<file path="src/rtl/eag_pkg.sv">
// Package: shared encodings and control bundle for the effective address generator.
// Assumes a 3-bit mode code; code 7 is reserved.
package eag_pkg;

    typedef enum logic [2:0] {
        MODE_REG    = 3'd0,
        MODE_IMM    = 3'd1,
        MODE_ABS    = 3'd2,
        MODE_IND    = 3'd3,
        MODE_IDX    = 3'd4,
        MODE_BIDX   = 3'd5,
        MODE_BIDXC  = 3'd6,
        MODE_RSVD   = 3'd7
    } mode_e;

    // Per-mode steering of the operand/address datapath.
    typedef struct packed {
        logic use_const;    // constant enters the adder
        logic const_sext;   // constant is sign-extended (else zero-extended)
        logic use_ra;       // register A enters the adder
        logic use_rb;       // register B enters the adder
        logic is_imm;       // literal operand
        logic mem_acc;      // address is meaningful, access required
        logic illegal;      // reserved encoding
    } ctl_t;

endpackage

</file>
<file path="src/rtl/eag_mode_decode.sv">
// Module: eag_mode_decode
// Turns the 3-bit mode code into datapath steering bits.
// Assumes the code is already decoded from the instruction; purely combinational.
module eag_mode_decode
    import eag_pkg::*;
(
    input  logic [2:0] mode_i,
    output ctl_t       ctl_o
);

    // Map each mode to which terms are summed and which flags are raised.
    always_comb begin
        ctl_o = '0;
        unique case (mode_e'(mode_i))
            MODE_REG:   ctl_o = '0;
            MODE_IMM:   begin
                ctl_o.is_imm     = 1'b1;
            end
            MODE_ABS:   begin
                ctl_o.use_const  = 1'b1;
                ctl_o.mem_acc    = 1'b1;
            end
            MODE_IND:   begin
                ctl_o.use_ra     = 1'b1;
                ctl_o.mem_acc    = 1'b1;
            end
            MODE_IDX:   begin
                ctl_o.use_const  = 1'b1;
                ctl_o.const_sext = 1'b1;
                ctl_o.use_ra     = 1'b1;
                ctl_o.mem_acc    = 1'b1;
            end
            MODE_BIDX:  begin
                ctl_o.use_ra     = 1'b1;
                ctl_o.use_rb     = 1'b1;
                ctl_o.mem_acc    = 1'b1;
            end
            MODE_BIDXC: begin
                ctl_o.use_const  = 1'b1;
                ctl_o.const_sext = 1'b1;
                ctl_o.use_ra     = 1'b1;
                ctl_o.use_rb     = 1'b1;
                ctl_o.mem_acc    = 1'b1;
            end
            MODE_RSVD:  begin
                ctl_o.illegal    = 1'b1;
            end
            default:    ctl_o = '0;
        endcase
    end

endmodule

</file>
<file path="src/rtl/eag_addr_sum.sv">
// Module: eag_addr_sum
// Gates the constant and both registers by the steering bits and adds them.
// Also forms the sign-extended literal. Sums wrap at ADDR_W bits; carries are dropped.
// Assumes ADDR_W > CONST_W.
module eag_addr_sum #(
    parameter int ADDR_W  = 32,
    parameter int CONST_W = 16
) (
    input  logic [CONST_W-1:0] const_i,
    input  logic [ADDR_W-1:0]  reg_a_i,
    input  logic [ADDR_W-1:0]  reg_b_i,
    input  logic               use_const_i,
    input  logic               const_sext_i,
    input  logic               use_ra_i,
    input  logic               use_rb_i,
    input  logic               is_imm_i,
    input  logic               mem_acc_i,
    output logic [ADDR_W-1:0]  addr_o,
    output logic [ADDR_W-1:0]  imm_o
);

    localparam int EXT_W = ADDR_W - CONST_W;

    logic [ADDR_W-1:0] const_sx;
    logic [ADDR_W-1:0] const_zx;
    logic [ADDR_W-1:0] term_c;
    logic [ADDR_W-1:0] term_a;
    logic [ADDR_W-1:0] term_b;
    logic [ADDR_W-1:0] total;

    // Widen the constant both ways.
    always_comb begin
        const_sx = {{EXT_W{const_i[CONST_W-1]}}, const_i};
        const_zx = {{EXT_W{1'b0}}, const_i};
    end

    // Select which terms reach the adder; unused terms are forced to zero.
    always_comb begin
        term_c = use_const_i ? (const_sext_i ? const_sx : const_zx) : '0;
        term_a = use_ra_i ? reg_a_i : '0;
        term_b = use_rb_i ? reg_b_i : '0;
    end

    // Three-term modular sum.
    always_comb begin
        total = term_c + term_a + term_b;
    end

    // Qualify the outputs by mode class.
    always_comb begin
        addr_o = mem_acc_i ? total : '0;
        imm_o  = is_imm_i ? const_sx : '0;
    end

endmodule

</file>
<file path="src/rtl/eag_out_stage.sv">
// Module: eag_out_stage
// Output timing stage. When OUT_REG is set, results are captured on the rising edge
// and cleared by synchronous active-low reset. Otherwise they pass straight through.
module eag_out_stage #(
    parameter int ADDR_W  = 32,
    parameter bit OUT_REG = 1'b1
) (
    input  logic              clk,
    input  logic              rst_n,
    input  logic [ADDR_W-1:0] addr_d,
    input  logic [ADDR_W-1:0] imm_d,
    input  logic              imm_flag_d,
    input  logic              mem_flag_d,
    input  logic              illegal_d,
    output logic [ADDR_W-1:0] addr_q,
    output logic [ADDR_W-1:0] imm_q,
    output logic              imm_flag_q,
    output logic              mem_flag_q,
    output logic              illegal_q
);

    generate
        if (OUT_REG) begin : g_reg
            // Capture one result per cycle; reset clears everything.
            always_ff @(posedge clk) begin
                if (!rst_n) begin
                    addr_q     <= '0;
                    imm_q      <= '0;
                    imm_flag_q <= 1'b0;
                    mem_flag_q <= 1'b0;
                    illegal_q  <= 1'b0;
                end else begin
                    addr_q     <= addr_d;
                    imm_q      <= imm_d;
                    imm_flag_q <= imm_flag_d;
                    mem_flag_q <= mem_flag_d;
                    illegal_q  <= illegal_d;
                end
            end
        end else begin : g_comb
            // Pass-through variant for a combinational slot.
            always_comb begin
                addr_q     = addr_d;
                imm_q      = imm_d;
                imm_flag_q = imm_flag_d;
                mem_flag_q = mem_flag_d;
                illegal_q  = illegal_d;
            end
        end
    endgenerate

endmodule

</file>
<file path="src/rtl/eag_top.sv">
// Module: eag_top
// Effective address generator. It decodes the mode, sums the selected terms and
// registers the results. Assumes register values are already read and stable for the cycle.
module eag_top #(
    parameter int ADDR_W  = 32,
    parameter int CONST_W = 16,
    parameter bit OUT_REG = 1'b1
) (
    input  logic               clk,
    input  logic               rst_n,
    input  logic [2:0]         mode_i,
    input  logic [CONST_W-1:0] const_i,
    input  logic [ADDR_W-1:0]  reg_a_i,
    input  logic [ADDR_W-1:0]  reg_b_i,
    output logic [ADDR_W-1:0]  eff_addr_o,
    output logic               imm_flag_o,
    output logic               mem_flag_o,
    output logic [ADDR_W-1:0]  imm_value_o,
    output logic               illegal_o
);
    import eag_pkg::*;

    ctl_t              ctl;
    logic [ADDR_W-1:0] addr_c;
    logic [ADDR_W-1:0] imm_c;

    eag_mode_decode dec_i (
        .mode_i (mode_i),
        .ctl_o  (ctl)
    );

    eag_addr_sum #(
        .ADDR_W  (ADDR_W),
        .CONST_W (CONST_W)
    ) sum_i (
        .const_i      (const_i),
        .reg_a_i      (reg_a_i),
        .reg_b_i      (reg_b_i),
        .use_const_i  (ctl.use_const),
        .const_sext_i (ctl.const_sext),
        .use_ra_i     (ctl.use_ra),
        .use_rb_i     (ctl.use_rb),
        .is_imm_i     (ctl.is_imm),
        .mem_acc_i    (ctl.mem_acc),
        .addr_o       (addr_c),
        .imm_o        (imm_c)
    );

    eag_out_stage #(
        .ADDR_W  (ADDR_W),
        .OUT_REG (OUT_REG)
    ) out_i (
        .clk        (clk),
        .rst_n      (rst_n),
        .addr_d     (addr_c),
        .imm_d      (imm_c),
        .imm_flag_d (ctl.is_imm),
        .mem_flag_d (ctl.mem_acc),
        .illegal_d  (ctl.illegal),
        .addr_q     (eff_addr_o),
        .imm_q      (imm_value_o),
        .imm_flag_q (imm_flag_o),
        .mem_flag_q (mem_flag_o),
        .illegal_q  (illegal_o)
    );

endmodule

</file>
<file path="config.mk">
export PLATFORM = sky130hd
export DESIGN_NAME = eag_top
export DESIGN_NICKNAME = d
export VERILOG_FILES = /design/src/rtl/eag_pkg.sv /design/src/rtl/eag_mode_decode.sv /design/src/rtl/eag_addr_sum.sv /design/src/rtl/eag_out_stage.sv /design/src/rtl/eag_top.sv
export SDC_FILE = /design/constraint.sdc
export NUM_CORES = 1
export LEC_CHECK = 0
export ABC_AREA = 1
export BUFFER_PORTS_ARGS = -buffer_cell sky130_fd_sc_hd__buf_2
export CORE_MARGIN = 1
export CORE_UTILIZATION = 40
export DETAILED_ROUTE_END_ITERATION = 10
export SLEW_MARGIN = 20
export SYNTH_ARGS = -nofsm -noshare
export SYNTH_HDL_FRONTEND = slang
export SYNTH_HIERARCHICAL = 1
export SYNTH_SLANG_ARGS = --single-unit
</file>
<file path="constraint.sdc">
create_clock -name clk -period 8.1 [get_ports clk]
set_input_delay 1.215 -clock clk [delete_from_list [all_inputs] [get_ports clk]]
set_output_delay 1.215 -clock clk [all_outputs]
set_load 0.01 [all_outputs]
</file>
==> reports/metrics.cfg <==
[sta]
min_period_over_period=0.503
drv_slew=0
hold_ws_ns=1.16
fin_crit_ns=4.08
worst_pin_slew_ns=1.12
setup_ws_ns=4.02
relSlewSlack=0.251
timing.setup.tns_ns=0
finalHoldViolCount=0
setup_viol_count_final=0
max_freq_mhz=245
rsz0062_at_grt=no

[global_routing]
grt_util_all_layers=0.218
grt-ovfl-total=0
grt_max_degree=68
grt_pass1_wl_um=25500
antenna_found_initial=0
first_global_vias=5502

[pwr]
ir_drop_uv=93.7
power.leakage_nw=4.71
cellPowerDensity_nw_per_um2=154

[route]
wl_um=15300
vias=5659
vias_per_cell=4.44
drt_first_pass_iters=5
routedWlPerCell_um=12.0
drc_errors=0
drt_iter0_markers=311
postRouteAntennaNets=0

[worst_hold_path]
hold_depth=5
hold_end=out_i/imm_q[8]
hold_class=in2reg
hold_start=const_i[8]

[clock_network]
cts-hold-fix-buffers=0
tritoncts=built
clock_sinks=67
path_clk_slew_ns=0.06
cts_resized=0
cts_buffer_depth=2
numCtsBuffers=9
cts.root.buffer_cell=clkbuf_16
htree_levels=3
post_cts_buffers=0

[synth]
syn_avg_cell_area_um2=6.09
syn_inst=958
ys_seq_area_frac=0.230
synth_top_area_share=0.231
syn-num-nets=1105
ys_top_cells_by_area=nand2_1 (23%), dfxtp_1 (23%), inv_1 (15%)
synth_area_um2=5830
ys_types=27
synth-seq-cells=67
synth_top_area_cell=nand2_1
yosys_warnings=6

[worst_setup_path]
crit_path_max_fanout=17
crit_type=in2reg
slowest_stage=fa_1
cp_data_arrival_time_ns=4.35
path_cells=buf_2 -> inv_2 -> a21oi_1 -> buf_4 -> nand3_1 -> buf_4 -> fa_1 -> inv_1 -> ha_1 -> nand2_1 -> inv_1 -> nand2_1 -> nor3_2 -> and2_1 -> nand2_1 -> nand3_1 -> nand2_1 -> nor2_1 -> nand2_1 -> inv_1
crit_path_max_incr_delay_ns=0.56
worst_setup_path_end_kind=flip-flop
crit_top_cell=nand2_1
worstPathRequired_ns=8.38
critPathLaunchType=primary input

[final_layout]
drive_above_1_share=0.190
final_cell_mix=nand2_1 (359), inv_1 (233), buf_2 (151)
fillers=1497
areaGrowthSynthToFinish_pct=19.1
layout_commonest_cell=nand2_1
nNetsFinal=1236
n_antenna_cell=0

[die]
die_y_um=123
rows=43
die_x_um=123
start_util=0.415
io_pins=152
core_um2=14000
die_area_um2=15100

[placement]
hpwl_um=12800
place_ws_ns=3.71
routabilityCongestion=0.884
portBuffers=151

[flow_run]
maxCapViolCount=0

[status]
status=complete, no violations

[synthesized netlist by cell type]
library cell and number:
a21o_1 1, a21oi_1 42, and2_1 5, and3_1 2, buf_2 4, buf_4 21, buf_6 1, clkbuf_1 10
dfxtp_1 67, fa_1 32, ha_1 30, inv_1 233, inv_2 13, nand2_1 359, nand2_2 10, nand3_1 32
nand3_2 3, nand4_1 5, nor2_1 54, nor2_2 4, nor2_4 2, nor3_1 2, nor3_2 3, o21ai_0 14
o21bai_1 5, xnor2_1 3, xor2_1 1
[state kept, by name (all words and copies together) (netlist names)]
register,cells
out_i/addr_q,32
out_i/imm_q,32
out_i/imm_flag_q,1
out_i/mem_flag_q,1
out_i/illegal_q,1
[worst max-delay path, delay by kind of cell]
kind,cells,cell delay [ns]
simple gates,10,1.04
fa+ha+maj,2,1.01
buf+inv,7,0.91
compound gates,1,0.16
[through the flow]
| stage | instances | area [um^2] | utilization | power, W |
|---|---|---|---|---|
| finish | 1274 | 6950 | 0.495 | 0.00107 |
| CTS | 1274 | 6950 | 0.495 | 0.00108 |
| detailed placement | 1258 | 6630 | 0.472 | 0.000668 |
| global placement | 1258 | 6630 | 0.472 | 0.000668 |
| floorplan | 958 | 5830 | - | 0.000571 |
| global route | 1274 | 6950 | 0.495 | 0.00114 |
[worst max path at each step]
| stage | start | endpoint |
|---|---|---|
| 4_1_cts | mode_i[2] | out_i/addr_q[19] |
| 3_5_place_dp | mode_i[2] | out_i/addr_q[19] |
| 5_1_grt | mode_i[2] | out_i/addr_q[21] |
| 3_3_place_gp | mode_i[2] | out_i/addr_q[31] |
| 2_1_floorplan | mode_i[2] | out_i/addr_q[28] |
| 6_report | mode_i[2] | out_i/addr_q[28] |
[power by group]
part | internal (W) | switching, W
Sequential | 0.000348 | 0.00000506
Combinational | 0.000108 | 0.000197
Clock | 0.000268 | 0.000143
Total | 0.000724 | 0.000345
[cell type report]
cell class	instances	area [um^2]	area share
sequential	67	1340	0.193
tap	180	225	0.0324
inverter	246	923	0.133
multi-input combinational	609	3350	0.482
timing repair buffer	156	793	0.114
clock buffer	9	225	0.0324
clock inverter	7	92.6	0.0133
[logic make-up after synthesis]
kind of cell             count (synthesis)  share of synthesized area
flip-flops                              67                      0.230
buffers and inverters                  282                      0.197
XOR/XNOR                                 4                    0.00601
adder cells (fa/ha/maj)                 62                      0.174
AND/OR/NAND/NOR                        481                      0.337
AO/OA/AOI/OAI                           62                     0.0558
[per-layer routing]
layer	share of wire	up-vias	track usage
met3	0.052	28	0.0297
met2	0.50	161	0.400
met1	0.42	2450	0.250
met4	0.030	0	0.0968
li1	-	3020	-
met5	0	-	0
Note: power is estimated with default switching activity, not from simulation.
